File: src/rtl/pwm_pkg.sv
package pwm_pkg;
  localparam int PWM_W = 16;

  typedef enum logic [1:0] {
    SEL_LIMIT = 2'd0,
    SEL_DUTY  = 2'd1,
    SEL_RUN   = 2'd2,
    SEL_POL   = 2'd3
  } reg_sel_e;

  typedef struct packed {
    logic [PWM_W-1:0] limit;
    logic [PWM_W-1:0] duty;
    logic             run;
    logic             pol;
  } pwm_cfg_t;
endpackage

File: src/rtl/pwm_regfile.sv
module pwm_regfile
  import pwm_pkg::*;
#(
  parameter int ADDR_W = 4
) (
  input  logic              clk,
  input  logic              rst_n,
  input  logic              bus_sel,
  input  logic              bus_wr,
  input  logic [ADDR_W-1:0] bus_addr,
  input  logic [PWM_W-1:0]  bus_wdata,
  output logic [PWM_W-1:0]  bus_rdata,
  output pwm_cfg_t          cfg
);
  localparam int PAD_W = PWM_W - 1;

  reg_sel_e sel;
  logic     wr_en;
  pwm_cfg_t cfg_nxt;

  assign sel   = reg_sel_e'(bus_addr[3:2]);
  assign wr_en = bus_sel & bus_wr;

  always_comb begin
    cfg_nxt = cfg;
    unique case (sel)
      SEL_LIMIT: cfg_nxt.limit = bus_wdata;
      SEL_DUTY:  cfg_nxt.duty  = bus_wdata;
      SEL_RUN:   cfg_nxt.run   = bus_wdata[0];
      SEL_POL:   if (!cfg.run) cfg_nxt.pol = bus_wdata[0];
      default:   cfg_nxt = cfg;
    endcase
  end

  always_ff @(posedge clk or negedge rst_n) begin
    if (!rst_n)     cfg <= '0;
    else if (wr_en) cfg <= cfg_nxt;
  end

  always_comb begin
    unique case (sel)
      SEL_LIMIT: bus_rdata = cfg.limit;
      SEL_DUTY:  bus_rdata = cfg.duty;
      SEL_RUN:   bus_rdata = {{PAD_W{1'b0}}, cfg.run};
      SEL_POL:   bus_rdata = {{PAD_W{1'b0}}, cfg.pol};
      default:   bus_rdata = '0;
    endcase
  end


  pol_locked_chk: assert property (@(posedge clk) disable iff (!rst_n)
    cfg.run |=> $stable(cfg.pol));


  duty_write_chk: assert property (@(posedge clk) disable iff (!rst_n)
    (wr_en && sel == SEL_DUTY) |=> cfg.duty == $past(bus_wdata));
endmodule

File: src/rtl/pwm_counter.sv
module pwm_counter
  import pwm_pkg::*;
(
  input  logic             clk,
  input  logic             rst_n,
  input  logic             run,
  input  logic [PWM_W-1:0] limit,
  output logic [PWM_W-1:0] cnt
);
  localparam logic [PWM_W-1:0] ONE = {{(PWM_W-1){1'b0}}, 1'b1};

  logic [PWM_W-1:0] cnt_nxt;
  logic             at_end;

  assign at_end = (cnt >= limit);

  always_comb begin
    if (!run)        cnt_nxt = '0;
    else if (at_end) cnt_nxt = '0;
    else             cnt_nxt = cnt + ONE;
  end

  always_ff @(posedge clk or negedge rst_n) begin
    if (!rst_n) cnt <= '0;
    else        cnt <= cnt_nxt;
  end


  idle_zero_chk: assert property (@(posedge clk) disable iff (!rst_n)
    !run |=> cnt == '0);


  step_chk: assert property (@(posedge clk) disable iff (!rst_n)
    (run && cnt < limit) |=> cnt == $past(cnt) + ONE);


  wrap_chk: assert property (@(posedge clk) disable iff (!rst_n)
    (run && cnt >= limit) |=> cnt == '0);
endmodule

File: src/rtl/pwm_compare.sv
module pwm_compare
  import pwm_pkg::*;
(
  input  logic             clk,
  input  logic             rst_n,
  input  logic             run,
  input  logic             pol,
  input  logic [PWM_W-1:0] cnt,
  input  logic [PWM_W-1:0] duty,
  output logic             pwm_out
);
  logic active;
  logic out_nxt;

  assign active  = run & (cnt < duty);
  assign out_nxt = active ^ pol;

  always_ff @(posedge clk or negedge rst_n) begin
    if (!rst_n) pwm_out <= 1'b0;
    else        pwm_out <= out_nxt;
  end


  idle_level_chk: assert property (@(posedge clk) disable iff (!rst_n)
    !run |=> pwm_out == $past(pol));


  zero_duty_chk: assert property (@(posedge clk) disable iff (!rst_n)
    (duty == '0) |=> pwm_out == $past(pol));
endmodule

File: src/rtl/pwm_unit.sv
module pwm_unit
  import pwm_pkg::*;
#(
  parameter int ADDR_W = 4
) (
  input  logic              clk,
  input  logic              rst_n,
  input  logic              bus_sel,
  input  logic              bus_wr,
  input  logic [ADDR_W-1:0] bus_addr,
  input  logic [PWM_W-1:0]  bus_wdata,
  output logic [PWM_W-1:0]  bus_rdata,
  output logic              pwm_out
);
  pwm_cfg_t         cfg;
  logic [PWM_W-1:0] cnt;

  pwm_regfile #(.ADDR_W(ADDR_W)) regs_i (
    .clk(clk), .rst_n(rst_n), .bus_sel(bus_sel), .bus_wr(bus_wr),
    .bus_addr(bus_addr), .bus_wdata(bus_wdata), .bus_rdata(bus_rdata),
    .cfg(cfg)
  );

  pwm_counter cnt_i (
    .clk(clk), .rst_n(rst_n), .run(cfg.run), .limit(cfg.limit), .cnt(cnt)
  );

  pwm_compare cmp_i (
    .clk(clk), .rst_n(rst_n), .run(cfg.run), .pol(cfg.pol), .cnt(cnt),
    .duty(cfg.duty), .pwm_out(pwm_out)
  );
endmodule

File: config.mk
export PLATFORM = sky130hd
export DESIGN_NAME = pwm_unit
export DESIGN_NICKNAME = d
export VERILOG_FILES = /design/src/rtl/pwm_pkg.sv /design/src/rtl/pwm_regfile.sv /design/src/rtl/pwm_counter.sv /design/src/rtl/pwm_compare.sv /design/src/rtl/pwm_unit.sv
export SDC_FILE = /design/constraint.sdc
export NUM_CORES = 1
export LEC_CHECK = 0
export BUFFER_PORTS_ARGS = -buffer_cell sky130_fd_sc_hd__buf_2
export CORE_UTILIZATION = 60
export CTS_CLUSTER_SIZE = 10
export DETAILED_ROUTE_END_ITERATION = 10
export PLACE_DENSITY = 0.91
export SLEW_MARGIN = 10
export SYNTH_ARGS = -nofsm -noshare
export SYNTH_HDL_FRONTEND = slang
export SYNTH_SLANG_ARGS = --single-unit
export TNS_END_PERCENT = 1
File: constraint.sdc
create_clock -name clk -period 3.8 [get_ports clk]
set_input_delay 0.76 -clock clk [delete_from_list [all_inputs] [get_ports clk]]
set_output_delay 0.76 -clock clk [all_outputs]
set_load 0.005 [all_outputs]
# After elaboration in Yosys (flattened, before gate mapping)
# Cells that the tools add are included.
[totals]
regBits = 51
inputBits = 24
output_inout_bits = 17
[op_classes]
add_sub_neg = 1
n_lt_le_gt_ge = 2
n_eq_ne = 3
n_mux = 3
bitwise = 4
reduce_logical = 5
[ops]
columns = ["operator", "n"]
rows = [
  ["16-bit case mux with 4 select lines", 1],
  ["16-bit 2-to-1 mux", 2],
  ["16-bit by 1-bit adder with 16-bit output (second input constant)", 1],
  ["16-bit >= comparator", 1],
  ["16-bit less-than comparator", 1],
  ["2-bit AND reduction", 3],
  ["2-bit equality test (second input constant)", 2],
  ["3-bit AND reduction", 1],
  ["1-bit AND", 2],
  ["2-bit by 1-bit equality test with 1-bit output (second input constant)", 1],
  ["2-bit zero test", 1],
  ["1-bit NOT", 1],
  ["1-bit XOR", 1],
]

# Depth between registers and ports, before layout
# Gate-level depths: netlist of run 1.
[logic_depth]
ltp_word = 3
ltp_mapped = 8
depth_no_buf = 7

# By module
# Synthesis of run 1 repeated with hierarchy kept, for this count alone.
[hier_totals]
cells_unflattened = 293
area_unflattened_um2 = 3246.9
[by_module_without_submodules]
columns = ["mod", "n_inst", "cells_per_inst", "area_per_inst_um2", "seq_area_each_um2"]
rows = [
  ["pwm_regfile", 1, 111, 1610.3, 850.8],
  ["pwm_counter", 1, 128, 1189.9, 400.4],
  ["pwm_compare", 1, 54, 446.7, 25.0],
]

# Worst setup path before layout of run 1
# No wires, ideal clock.
[synth_path]
path_type = "input to output"
from = "input bus_addr[2]"
to = "output bus_rdata[10]"
t_arrival_ns = 1.513
t_required_ns = 3.040
setup_slack_ns = 1.527
path_stages = 4
path_buffers = 2
cell_sequence = "buf_2 buf_2 mux2i_1 nor2_1"
[synth_via]
elab_chain_cells = 2
[synth_lines]
columns = ["item", "line", "text"]
rows = [
  ["from (decl)", "pwm_unit.sv:10", "input logic [ADDR_W-1:0] bus_addr,"],
  ["2-bit equality test (tied with other cells)", "pwm_regfile.sv:41", "unique case (sel)"],
  ["16-bit case mux with 4 select lines (*)", "pwm_regfile.sv:41", ""],
  ["to (decl)", "pwm_unit.sv:12", "output logic [PWM_W-1:0] bus_rdata,"],
]
# Mark *: on every way between the ends. The rest lies on a longest branch, timed or not.

# Worst setup path after layout of run 1
[layout_path]
from = "input bus_addr[2]"
to = "output bus_rdata[0]"
# Same word-level chain as after synthesis.

==> metrics.csv, run 1 <==
stage;metric;value;unit
setup_path;R2R depth;6;
final_layout;fin nets;405;
clocking;Sink Count;51;
setup_path;critical path startpoint category;input port;
final_layout;Ant. Diodes;0;
final_layout;final core occ;70.3;%
drt;Via-to-Cell Ratio;5.56;
timing;TNS Setup;0;ps
setup_path;Worst Path Max Fanout;20;
logic_synthesis;Yosys Warn Count;0;
final_layout;Filler Cells Inserted;341;
grt;grt total ovfl;0;
setup_path;CP Data Required Time;3040;ps
logic_synthesis;dominant synthesized flop cell;dfrtp_1;
clocking;Post-CTS Hold Fix Bufs;0;
final_layout;Area Growth Syn to Fin;10.7;%
setup_path;CP endpoint kind;output pin;
final_layout;Multi-input gate area;1590;sq um
setup_path;critical path class;in -> out;
clocking;total CTS buffers;5;
drt;initial DRC count;130;
power;maximum vdd drop;274;uV
clocking;Worst-path clk slew;90;ps
logic_synthesis;cell area after synthesis;3040;sq um
logic_synthesis;Synth area leader;dfrtp_1;
floorplanning;starting density of the core;63.5;%
placement;placed cell area;3280;sq um
timing;Clock Skew;4.60;ps
floorplanning;CORE AREA;4790;sq um
logic_synthesis;most frequently used cell type in the post-synthesis netlist;dfrtp_1;
power;Cell Pwr Density;435;nW/um^2
final_layout;ratio of cells with drive above 1 in the final layout;19.4;%
drt;ANT nets after route;0;
drt;met3 wire len;225;um
clocking;clk buf depth;2;
drt;met2 wire len;3070;um
drt;detailed-route via count;2320;
drt;max layer used;met4;
floorplanning;# rows;25;
logic_synthesis;Post-Syn Instances;312;
logic_synthesis;Mean Syn Cell Area;9.74;sq um
clocking;H-tree level count;2;
timing;final setup vio count;0;
timing;period utilization;71.4;%
outcome;outcome;finished, final reports clean;
drt;met1 wire length;2880;um
grt;largest net degree at the start of global routing;52;
timing;count of pins over their slew limit;0;
logic_synthesis;post-synthesis sequential area ratio;42.0;%
clocking;Root Buffer;clkbuf_8;
setup_path;Worst Path Arrival;1950;ps
floorplanning;die area;5350;sq um
grt;first-pass GRT wire length;10200;um
setup_path;reg-to-reg startpoint;cnt_i.cnt[2];
clocking;CTS tree;done;
logic_synthesis;post-synth top area share;42.0;%
logic_synthesis;Synth Register Bits;51;
placement;RD Place Congestion;0.906;
drt;DRC viols;0;
clocking;worst-skew pair later-pin latency;310;ps
power;Leakage;0.00173;uW
timing;fmax;369;MHz
final_layout;register area;1280;sq um
flow_run;Max Cap Violations;0;
grt;initial antenna violation count;0;
timing;Final Hold Fails;0;
drt;drt wl/cell;15.1;um
logic_synthesis;synth unique cells;34;
timing;Tmin final;2710;ps
final_layout;final std cells w/o fill;417;
worst_hold_path;Hold Path Class;in -> async;
placement;placed instance count;409;
final_layout;Final Cell Area;3360;sq um
logic_synthesis;synth top area cells;dfrtp_1 (42%), ha_1 (13%), mux2_2 (7.0%);
logic_synthesis;Synth Net Count;368;
timing;worst rel slew slack;39.3;%
setup_path;RR Endpoint;cnt_i.cnt[13];
floorplanning;DIE WIDTH;73.2;um
timing;RSZ-0062 raised after global routing;no;
logic_synthesis;top cells by count, synth;dfrtp_1 (51), nor2_1 (41), inv_1 (35);
timing;Worst-Margin Slew;906;ps
clocking;post_cts resized;0;
floorplanning;Die Y;73.2;um
drt;first-pass detailed-route iteration total;4;
setup_path;reg-to-reg slack, setup;1750;ps
logic_synthesis;Post-synth EDFFs;0;
grt;total global-route track usage;25.5;%
timing;Hold WS;464;ps
drt;DRT Wirelength;6300;um
logic_synthesis;Async SR Flop Fraction;100;%
floorplanning;IO Count;41;
grt;vias in the first global route;2161;
clocking;# Post-CTS Setup Buffers;0;
placement;Port Buffer Count;38;
placement;DP Wirelength;4640;um
## worst max path at each step
stage          slack [ps]             to  cells after the start   startpoint
2_1_floorplan        1530  bus_rdata[10]                      4  bus_addr[2]
3_3_place_gp         1110   bus_rdata[0]                      3  bus_addr[2]
3_5_place_dp         1090   bus_rdata[0]                      3  bus_addr[2]
4_1_cts              1080   bus_rdata[0]                      3  bus_addr[2]
5_1_grt              1050   bus_rdata[0]                      3  bus_addr[2]
6_report             1090   bus_rdata[0]                      3  bus_addr[2]
## metrics by stage
stage	setup slack, ps	power, uW
after CTS	1080	1470
final	1090	1460
after global placement	1110	1130
after global routing	1050	1560
after floorplan	1530	1020
after detailed placement	1090	1170
## power breakdown
part / leakage, uW / total (uW) / switching [uW] / internal [uW]
clock network: 0.0000422 / 304 / 174 / 130
logic: 0.00105 / 433 / 233 / 200
registers: 0.000642 / 727 / 85.0 / 642
total: 0.00173 / 1460 / 492 / 972
## cell type report
cell class / instances / share of cell area, %
tap: 67 / 2.49
timing repair buffer: 39 / 5.95
clock inverter: 1 / 0.149
clock buffer: 7 / 2.27
inverter: 35 / 3.91
multi-input combinational: 217 / 47.3
sequential: 51 / 37.9
## layout by cell type (no fill, tap or decap), drive strengths merged, types with 4 or more instances in the layout
cell type and n:
buf 39, xor2 7, ha 32, clkbuf 7
inv 35, nand4 7, a21o 4, a21oi 9
xnor2 8, dfrtp 51, nand2 26, nand3 8
mux2 19, o21ai 21, mux2i 15, nor2 41
## flip-flops by register name (all words and copies together) (netlist names)
name,cells
cmp_i.pwm_out,1
cnt_i.cnt,16
regs_i.cfg,34
## logic make-up (layout without fill, tap and decap cells)
kind of cell | Yosys count | after routing | synth area share, %
AO/OA/AOI/OAI | 41 | 41 | 8.19
XOR/XNOR | 15 | 15 | 4.32
adder cells (fa/ha/maj) | 32 | 32 | 13.2
buffers and inverters | 44 | 82 | 5.85
flip-flops | 51 | 51 | 42.0
multiplexers | 35 | 35 | 12.7
AND/OR/NAND/NOR | 94 | 94 | 13.8
## critical path: stages
cell and delay (ps):
buf_2 480, mux4_2 570, buf_2 140
## layer usage
metal,track usage (%),vias up
met2,42.7,61
met3,4.56,14
li1,-,1137
met1,32.8,1108
met5,0,-
met4,10.2,0
(Power assumes the default switching activity.)
==> run 2: changes to the inputs <==
- ABC_AREA: unset -> 1
- CORE_UTILIZATION: 60 -> 52
- PLACE_DENSITY: 0.91 -> 0.84
- clock period: 3.8 -> 2.3 ns (I/O delays scaled with it)
==> run 2 against run 1 <==
  * Die area grew 19%
  * Hold slack worse by 280 ps
  * Register-to-register slack worse by 1500 ps
  * Routed wire length rose by 14%
  * Critical endpoint is now bus_rdata[15]
  * Via count rose by 23%
  * Largest power group unchanged
  * Core utilization decreased by 8.1 points
  * Highest routed layer unchanged
  * Synthesized cell count rose by 31%
  * Sequential share of layout area fell by 1.8 points
==> metrics.csv, run 2 <==
stage;metric;value;unit;change
outcome;outcome;finished, final reports clean;;unchanged
power;Logic pwr share;25.0;%;was 29.6%
worst_hold_path;Hold Path Class;in -> async;;unchanged
setup_path;Worst Path Arrival;1540;ps;was 1950 ps
grt;first-pass GRT wire length;11900;um;was 10200 um
setup_path;most used cell, CP;buf_2;;unchanged
logic_synthesis;post-synth top area share;40.7;%;was 42.0%
final_layout;Final Cell Area;3530;sq um;was 3360 sq um
floorplanning;CORE AREA;5680;sq um;was 4790 sq um
timing;count of pins over their slew limit;0;;unchanged
logic_synthesis;Post-Syn Instances;408;;was 312
power;clock network fraction of total power;26.2;%;was 20.8%
drt;ANT nets after route;0;;unchanged
clocking;# Post-CTS Setup Buffers;0;;unchanged
final_layout;Filler Cells Inserted;495;;was 341
final_layout;most frequent cells in the layout;nand2_1 (87), inv_1 (72), dfrtp_1 (51), o21ai_0 (45), buf_2 (38);;was dfrtp_1 (51), nor2_1 (41), buf_2 (37), inv_1 (35), ha_1 (32)
logic_synthesis;synth top area cells;dfrtp_1 (41%), ha_1 (13%), nand2_1 (10%);;was dfrtp_1 (42%), ha_1 (13%), mux2_2 (7.0%)
timing;TNS Setup;0;ps;unchanged
setup_path;Worst Path Max Fanout;15;;was 20
final_layout;largest registers;regs_i.cfg x34, cnt_i.cnt x16, cmp_i.pwm_out x1;;unchanged
drt;detailed-route via count;2858;;was 2320
timing;fmax;500;MHz;
logic_synthesis;dominant synthesized flop cell;dfrtp_1;;unchanged
setup_path;CP max stage delay;320;ps;was 570 ps
clocking;worst-skew pair later-pin latency;320;ps;was 310 ps
drt;drt wl/cell;13.7;um;was 15.1 um
grt;largest net degree at the start of global routing;33;;was 52
placement;Port Buffer Count;38;;unchanged
setup_path;CP cell instances;buf_2 > nor2_1 > inv_1 > o22ai_1 > buf_2;;was buf_2 > mux4_2 > buf_2
final_layout;fin nets;506;;was 405
placement;DP Wirelength;5120;um;was 4640 um
timing;period utilization;87.0;%;
drt;DRT Wirelength;7160;um;was 6300 um
grt;total global-route track usage;24.6;%;was 25.5%
logic_synthesis;Mean Syn Cell Area;7.69;sq um;was 9.74 sq um
clocking;Worst-path clk slew;100;ps;was 90 ps
logic_synthesis;synth unique cells;28;;was 34
drt;first-pass detailed-route iteration total;5;;was 4
timing;Tmin final;2000;ps;
floorplanning;# rows;27;;was 25
floorplanning;DIE WIDTH;79.7;um;was 73.2 um
floorplanning;IO Count;41;;unchanged
clocking;Sink Count;51;;unchanged
grt;initial antenna violation count;0;;unchanged
final_layout;Ant. Diodes;0;;unchanged
placement;RD Place Congestion;0.922;;was 0.906
power;sequential power share;48.8;%;was 49.7%
floorplanning;die area;6350;sq um;was 5350 sq um
power;Leakage;0.00194;uW;was 0.00173 uW
logic_synthesis;Synth Register Bits;51;;unchanged
final_layout;commonest non-fill, non-tap cell in the layout;nand2_1;;was dfrtp_1
grt;vias in the first global route;2694;;was 2161
final_layout;Area Growth Syn to Fin;12.4;%;was 10.7%
timing;RSZ-0062 raised after global routing;no;;unchanged
setup_path;CP endpoint kind;output pin;;unchanged
logic_synthesis;Synth Net Count;464;;was 368
clocking;CTS tree;done;;unchanged
drt;Via-to-Cell Ratio;5.46;;was 5.56
power;Pwr Total;2240;uW;was 1460 uW
clocking;Post-CTS Hold Fix Bufs;0;;unchanged
clocking;post_cts resized;0;;unchanged
logic_synthesis;post-synthesis sequential area ratio;40.7;%;was 42.0%
final_layout;Largest register FFs;34;;unchanged
power;P_int;1510;uW;was 972 uW
timing;worst rel slew slack;51.9;%;was 39.3%
clocking;H-tree level count;2;;unchanged
power;Cell Pwr Density;636;nW/um^2;was 435 nW/um^2
final_layout;ratio of cells with drive above 1 in the final layout;14.6;%;was 19.4%
timing;Clock Skew;13.9;ps;was 4.60 ps
placement;placed cell area;3420;sq um;was 3280 sq um
timing;final setup vio count;0;;unchanged
floorplanning;Die Y;79.7;um;was 73.2 um
floorplanning;starting density of the core;55.3;%;was 63.5%
power;maximum vdd drop;348;uV;was 274 uV
logic_synthesis;Synth area leader;dfrtp_1;;unchanged
setup_path;critical path class;in -> out;;unchanged
logic_synthesis;cell area after synthesis;3140;sq um;was 3040 sq um
final_layout;Top reg by flops;regs_i.cfg;;unchanged
power;switching part of the total power;32.5;%;was 33.6%
power;switching power;730;uW;was 492 uW
flow_run;Max Cap Violations;0;;unchanged
setup_path;Slowest-stage cell, CP;inv_1;;was mux4_2
drt;DRC viols;0;;unchanged
clocking;total CTS buffers;5;;unchanged
logic_synthesis;Yosys Warn Count;0;;unchanged
clocking;Root Buffer;clkbuf_8;;unchanged
drt;initial DRC count;198;;was 130
setup_path;CP Data Required Time;1840;ps;was 3040 ps
logic_synthesis;Post-synth EDFFs;0;;unchanged
clocking;clk buf depth;2;;unchanged
grt;grt total ovfl;0;;unchanged
timing;Final Hold Fails;0;;unchanged
logic_synthesis;most frequently used cell type in the post-synthesis netlist;nand2_1;;was dfrtp_1
setup_path;critical path startpoint category;input port;;unchanged
timing;Worst-Margin Slew;721;ps;was 906 ps
logic_synthesis;top cells by count, synth;nand2_1 (87), inv_1 (72), dfrtp_1 (51);;was dfrtp_1 (51), nor2_1 (41), inv_1 (35)
logic_synthesis;Async SR Flop Fraction;100;%;unchanged
## run 2: final timing paths
path                                      from  cells after the start  slack, ps              to
worst max-delay path               bus_addr[3]                      5        300   bus_rdata[15]
worst min-delay path                     rst_n                      1        180  regs_i.cfg[22]
worst max register to register    cnt_i.cnt[9]                      6        300   cnt_i.cnt[13]
worst min register to register  regs_i.cfg[30]                      2        490  regs_i.cfg[30]
max in group asynchronous                rst_n                      2       1470   cnt_i.cnt[14]
min in group clk                  bus_wdata[5]                      3        400  regs_i.cfg[23]
## run 2: logic make-up after synthesis
logic type	Yosys count	synth area share, %
fa+ha+maj	32	12.8
buf+inv	83	10.3
simple gates	161	22.3
compound gates	81	14.0
flops	51	40.7
## run 2: critical path, delay by kind of cell
| kind | cells | cell delay (ps) |
|---|---|---|
| buf+inv | 3 | 600 |
| compound gates | 1 | 290 |
| simple gates | 1 | 190 |
## run 2: per-stage QoR
stage | hold WS, ps | cells | worst slack [ps] | util (%)
after floorplan | 164 | 408 | 726 | -
after global placement | 467 | 515 | 341 | 60.3
after detailed placement | 473 | 515 | 338 | 60.3
after CTS | 212 | 523 | 320 | 62.1
after global routing | 232 | 523 | 159 | 62.1
final | 182 | 523 | 299 | 62.1
## run 2: metal layers
metal / GRT usage (%) / share of wire, %
met1: 29.3 / 44
met2: 43.7 / 49
met4: 8.91 / 1.9
met3: 4.69 / 5.7
met5: 0 / 0
## run 2: final cells by class
cell class,instances,area (sq um),area share [%]
flip-flops and latches,51,1280,36.2
repair buffers,45,243,6.88
clock inverters,1,7.51,0.213
clock buffers,7,96.3,2.73
inverters,73,274,7.77
multi-input cells,274,1540,43.7
well taps,72,90.1,2.55
## run 2: power groups by stage
stage / Clock (uW) / Sequential, uW / Combinational [uW]
finish: 588 / 1090 / 561
global route: 629 / 1110 / 658
detailed placement: 0 / 1110 / 557
floorplan: 0 / 1090 / 384
global placement: 0 / 1100 / 537
CTS: 591 / 1090 / 564
==> run 3: changes to the inputs <==
- CORE_MARGIN: unset -> 3
- CORE_UTILIZATION: 52 -> 53
- PLACE_DENSITY: 0.84 -> 0.85
- SYNTH_HIERARCHICAL: unset -> 1
==> run 3 against run 2 <==
  * Register-to-register slack better by 330 ps
  * Global-route usage shrank 2.2 points
  * Sequential power increased by 4%
  * Fmax up 16%
  * Count of clock-buffer cells in the layout is 1 lower
  * Power increased by 6.1%
  * Sequential share of layout area is 2.2 points lower
  * Hold slack worse by 31 ps
  * Die area grew 17%
  * Combinational power increased by 6.2%
==> metrics.csv, run 3 <==
stage;metric;value;unit;change
final_layout;Area Growth Syn to Fin;10.4;%;was 12.4%
flow_run;Max Cap Violations;0;;unchanged
logic_synthesis;Async SR Flop Fraction;100;%;unchanged
power;Pwr Total;2380;uW;was 2240 uW
floorplanning;DIE WIDTH;86.1;um;was 79.7 um
final_layout;largest registers;regs_i/cfg x34, cnt_i/cnt x16, cmp_i/pwm_out x1;;was regs_i.cfg x34, cnt_i.cnt x16, cmp_i.pwm_out x1
clocking;Worst-path clk slew;90;ps;was 100 ps
timing;period utilization;75.2;%;was 87.0%
grt;grt total ovfl;0;;unchanged
logic_synthesis;Post-Syn Instances;460;;was 408
clocking;# Post-CTS Setup Buffers;0;;unchanged
drt;initial DRC count;168;;was 198
power;clock network fraction of total power;27.4;%;was 26.2%
final_layout;Largest register FFs;34;;unchanged
clocking;Sink Count;51;;unchanged
logic_synthesis;post-synth top area share;37.5;%;was 40.7%
setup_path;RR Endpoint;cnt_i/cnt[13];;was cnt_i.cnt[13]
clocking;Post-CTS Hold Fix Bufs;0;;unchanged
timing;Final Hold Fails;0;;unchanged
floorplanning;# rows;28;;was 27
timing;Clock Skew;6.30;ps;was 13.9 ps
setup_path;Worst Setup SP;bus_addr[3];;unchanged
clocking;H-tree level count;2;;unchanged
logic_synthesis;synth top area cells;dfrtp_1 (37%), nand2_1 (21%), ha_1 (12%);;was dfrtp_1 (41%), ha_1 (13%), nand2_1 (10%)
logic_synthesis;Synth area leader;dfrtp_1;;unchanged
clocking;worst-skew pair later-pin latency;310;ps;was 320 ps
logic_synthesis;Yosys Warn Count;6;;was 0
timing;post-route setup slack;570;ps;was 299 ps
logic_synthesis;Post-synth EDFFs;0;;unchanged
placement;DP Wirelength;5690;um;was 5120 um
setup_path;Worst Path Max Fanout;21;;was 15
setup_path;reg-to-reg startpoint;cnt_i/cnt[9];;was cnt_i.cnt[9]
logic_synthesis;Mean Syn Cell Area;7.40;sq um;was 7.69 sq um
power;Cell Pwr Density;633;nW/um^2;was 636 nW/um^2
final_layout;Final Cell Area;3760;sq um;was 3530 sq um
power;Leakage;0.00209;uW;was 0.00194 uW
floorplanning;CORE AREA;6060;sq um;was 5680 sq um
timing;TNS Setup;0;ps;unchanged
drt;Via-to-Cell Ratio;5.24;;was 5.46
power;P_int;1600;uW;was 1510 uW
timing;final setup vio count;0;;unchanged
final_layout;ratio of cells with drive above 1 in the final layout;16.4;%;was 14.6%
final_layout;fin nets;554;;was 506
logic_synthesis;synth unique cells;32;;was 28
timing;worst rel slew slack;60.1;%;was 51.9%
final_layout;Ant. Diodes;0;;unchanged
setup_path;CP Data Required Time;1840;ps;about the same
grt;largest net degree at the start of global routing;28;;was 33
power;maximum vdd drop;433;uV;was 348 uV
clocking;post_cts resized;0;;unchanged
grt;initial antenna violation count;0;;unchanged
logic_synthesis;Synth Register Bits;51;;unchanged
logic_synthesis;Synth Net Count;516;;was 464
drt;DRC viols;0;;unchanged
setup_path;CP endpoint kind;output pin;;unchanged
drt;DRT Wirelength;7620;um;was 7160 um
worst_hold_path;Hold Path Class;in -> async;;unchanged
setup_path;reg-to-reg slack, setup;630;ps;was 300 ps
placement;Post-Place Worst Slack;581;ps;was 338 ps
timing;count of pins over their slew limit;0;;unchanged
outcome;outcome;finished, final reports clean;;unchanged
floorplanning;starting density of the core;56.2;%;was 55.3%
logic_synthesis;post-synthesis sequential area ratio;37.5;%;was 40.7%
setup_path;critical path startpoint category;input port;;unchanged
drt;detailed-route via count;3007;;was 2858
final_layout;commonest non-fill, non-tap cell in the layout;nand2_1;;unchanged
floorplanning;IO Count;41;;unchanged
floorplanning;die area;7420;sq um;was 6350 sq um
setup_path;R2R depth;6;;unchanged
timing;RSZ-0062 raised after global routing;no;;unchanged
logic_synthesis;top cells by count, synth;nand2_1 (191), inv_1 (56), dfrtp_1 (51);;was nand2_1 (87), inv_1 (72), dfrtp_1 (51)
floorplanning;Die Y;86.1;um;was 79.7 um
power;Logic pwr share;25.0;%;about the same
final_layout;Filler Cells Inserted;528;;was 495
setup_path;Worst Path Arrival;1270;ps;was 1540 ps
drt;drt wl/cell;13.3;um;was 13.7 um
clocking;CTS tree;done;;unchanged
power;switching part of the total power;32.8;%;was 32.5%
power;sequential power share;47.6;%;was 48.8%
final_layout;Top reg by flops;regs_i/cfg;;was regs_i.cfg
grt;first-pass GRT wire length;13400;um;was 11900 um
logic_synthesis;cell area after synthesis;3400;sq um;was 3140 sq um
placement;Port Buffer Count;38;;unchanged
timing;Tmin final;1730;ps;was 2000 ps
logic_synthesis;most frequently used cell type in the post-synthesis netlist;nand2_1;;unchanged
power;switching power;780;uW;was 730 uW
final_layout;most frequent cells in the layout;nand2_1 (191), inv_1 (56), dfrtp_1 (51), buf_2 (38), ha_1 (32);;was nand2_1 (87), inv_1 (72), dfrtp_1 (51), o21ai_0 (45), buf_2 (38)
timing;Worst-Margin Slew;598;ps;was 721 ps
drt;ANT nets after route;0;;unchanged
grt;total global-route track usage;22.4;%;was 24.6%
clocking;clk buf depth;2;;unchanged
clocking;Root Buffer;clkbuf_8;;unchanged
logic_synthesis;dominant synthesized flop cell;dfrtp_1;;unchanged
grt;vias in the first global route;2914;;was 2694
placement;placed cell area;3640;sq um;was 3420 sq um
clocking;total CTS buffers;5;;unchanged
placement;RD Place Congestion;0.887;;was 0.922
setup_path;critical path class;in -> out;;unchanged
timing;fmax;578;MHz;was 500 MHz
drt;first-pass detailed-route iteration total;4;;was 5
==> run 3: metrics by stage <==
stage | utilization, % | hold slack [ps] | instances
floorplan | - | 164 | 460
global placement | 60.1 | 480 | 566
detailed placement | 60.1 | 487 | 566
CTS | 62.0 | 164 | 574
global route | 62.0 | 192 | 574
finish | 62.0 | 152 | 574
==> run 3: layer usage <==
| metal | track usage (%) | up-vias | wire, um | part of all wire [%] |
|---|---|---|---|---|
| met5 | 0 | - | 0 | 0 |
| met4 | 6.91 | 0 | 99 | 1.3 |
| met3 | 3.07 | 12 | 336 | 4.4 |
| met2 | 38.0 | 80 | 3770 | 49 |
| met1 | 29.6 | 1421 | 3410 | 45 |
| li1 | - | 1494 | - | - |
==> run 3: final cells by class <==
cell class | instances | area [sq um] | share of cell area (%)
clock buffer | 6 | 82.6 | 2.20
clock inverter | 2 | 35.0 | 0.932
inverter | 60 | 228 | 6.06
multi-input combinational | 339 | 1820 | 48.4
sequential | 51 | 1280 | 33.9
tap | 75 | 93.8 | 2.50
timing repair buffer | 41 | 225 | 5.99
==> run 3: worst max path at each step <==
stage               depth (start not counted)             to
finish                                      6   bus_rdata[6]
global route                               10   cnt_i/cnt[1]
CTS                                         6   bus_rdata[6]
detailed placement                          6   bus_rdata[6]
global placement                            6  bus_rdata[14]
floorplan                                  11  cnt_i/cnt[11]
==> run 3: worst max-delay path: stages <==
cell	delay (ps)
buf_2	150
nor2_4	110
buf_4	240
nand2_1	90
nand2_1	90
buf_2	110
==> run 3: power groups by stage <==
stage                     logic, uW  clock network [uW]  registers (uW)
after detailed placement        589                   0            1150
after CTS                       598                 668            1130
after global routing            691                 699            1150
final                           596                 652            1130
after global placement          555                   0            1140
after floorplan                 416                   0            1120
==> run 3: kinds of logic after synthesis <==
| logic type | share of synthesized area, % |
|---|---|
| buffers and inverters | 9.08 |
| DFF | 37.5 |
| AOI/OAI and AO/OA | 3.09 |
| and+or+nand+nor | 36.3 |
| adders and majority gates | 11.8 |
| xor gates and xnor gates | 2.32 |
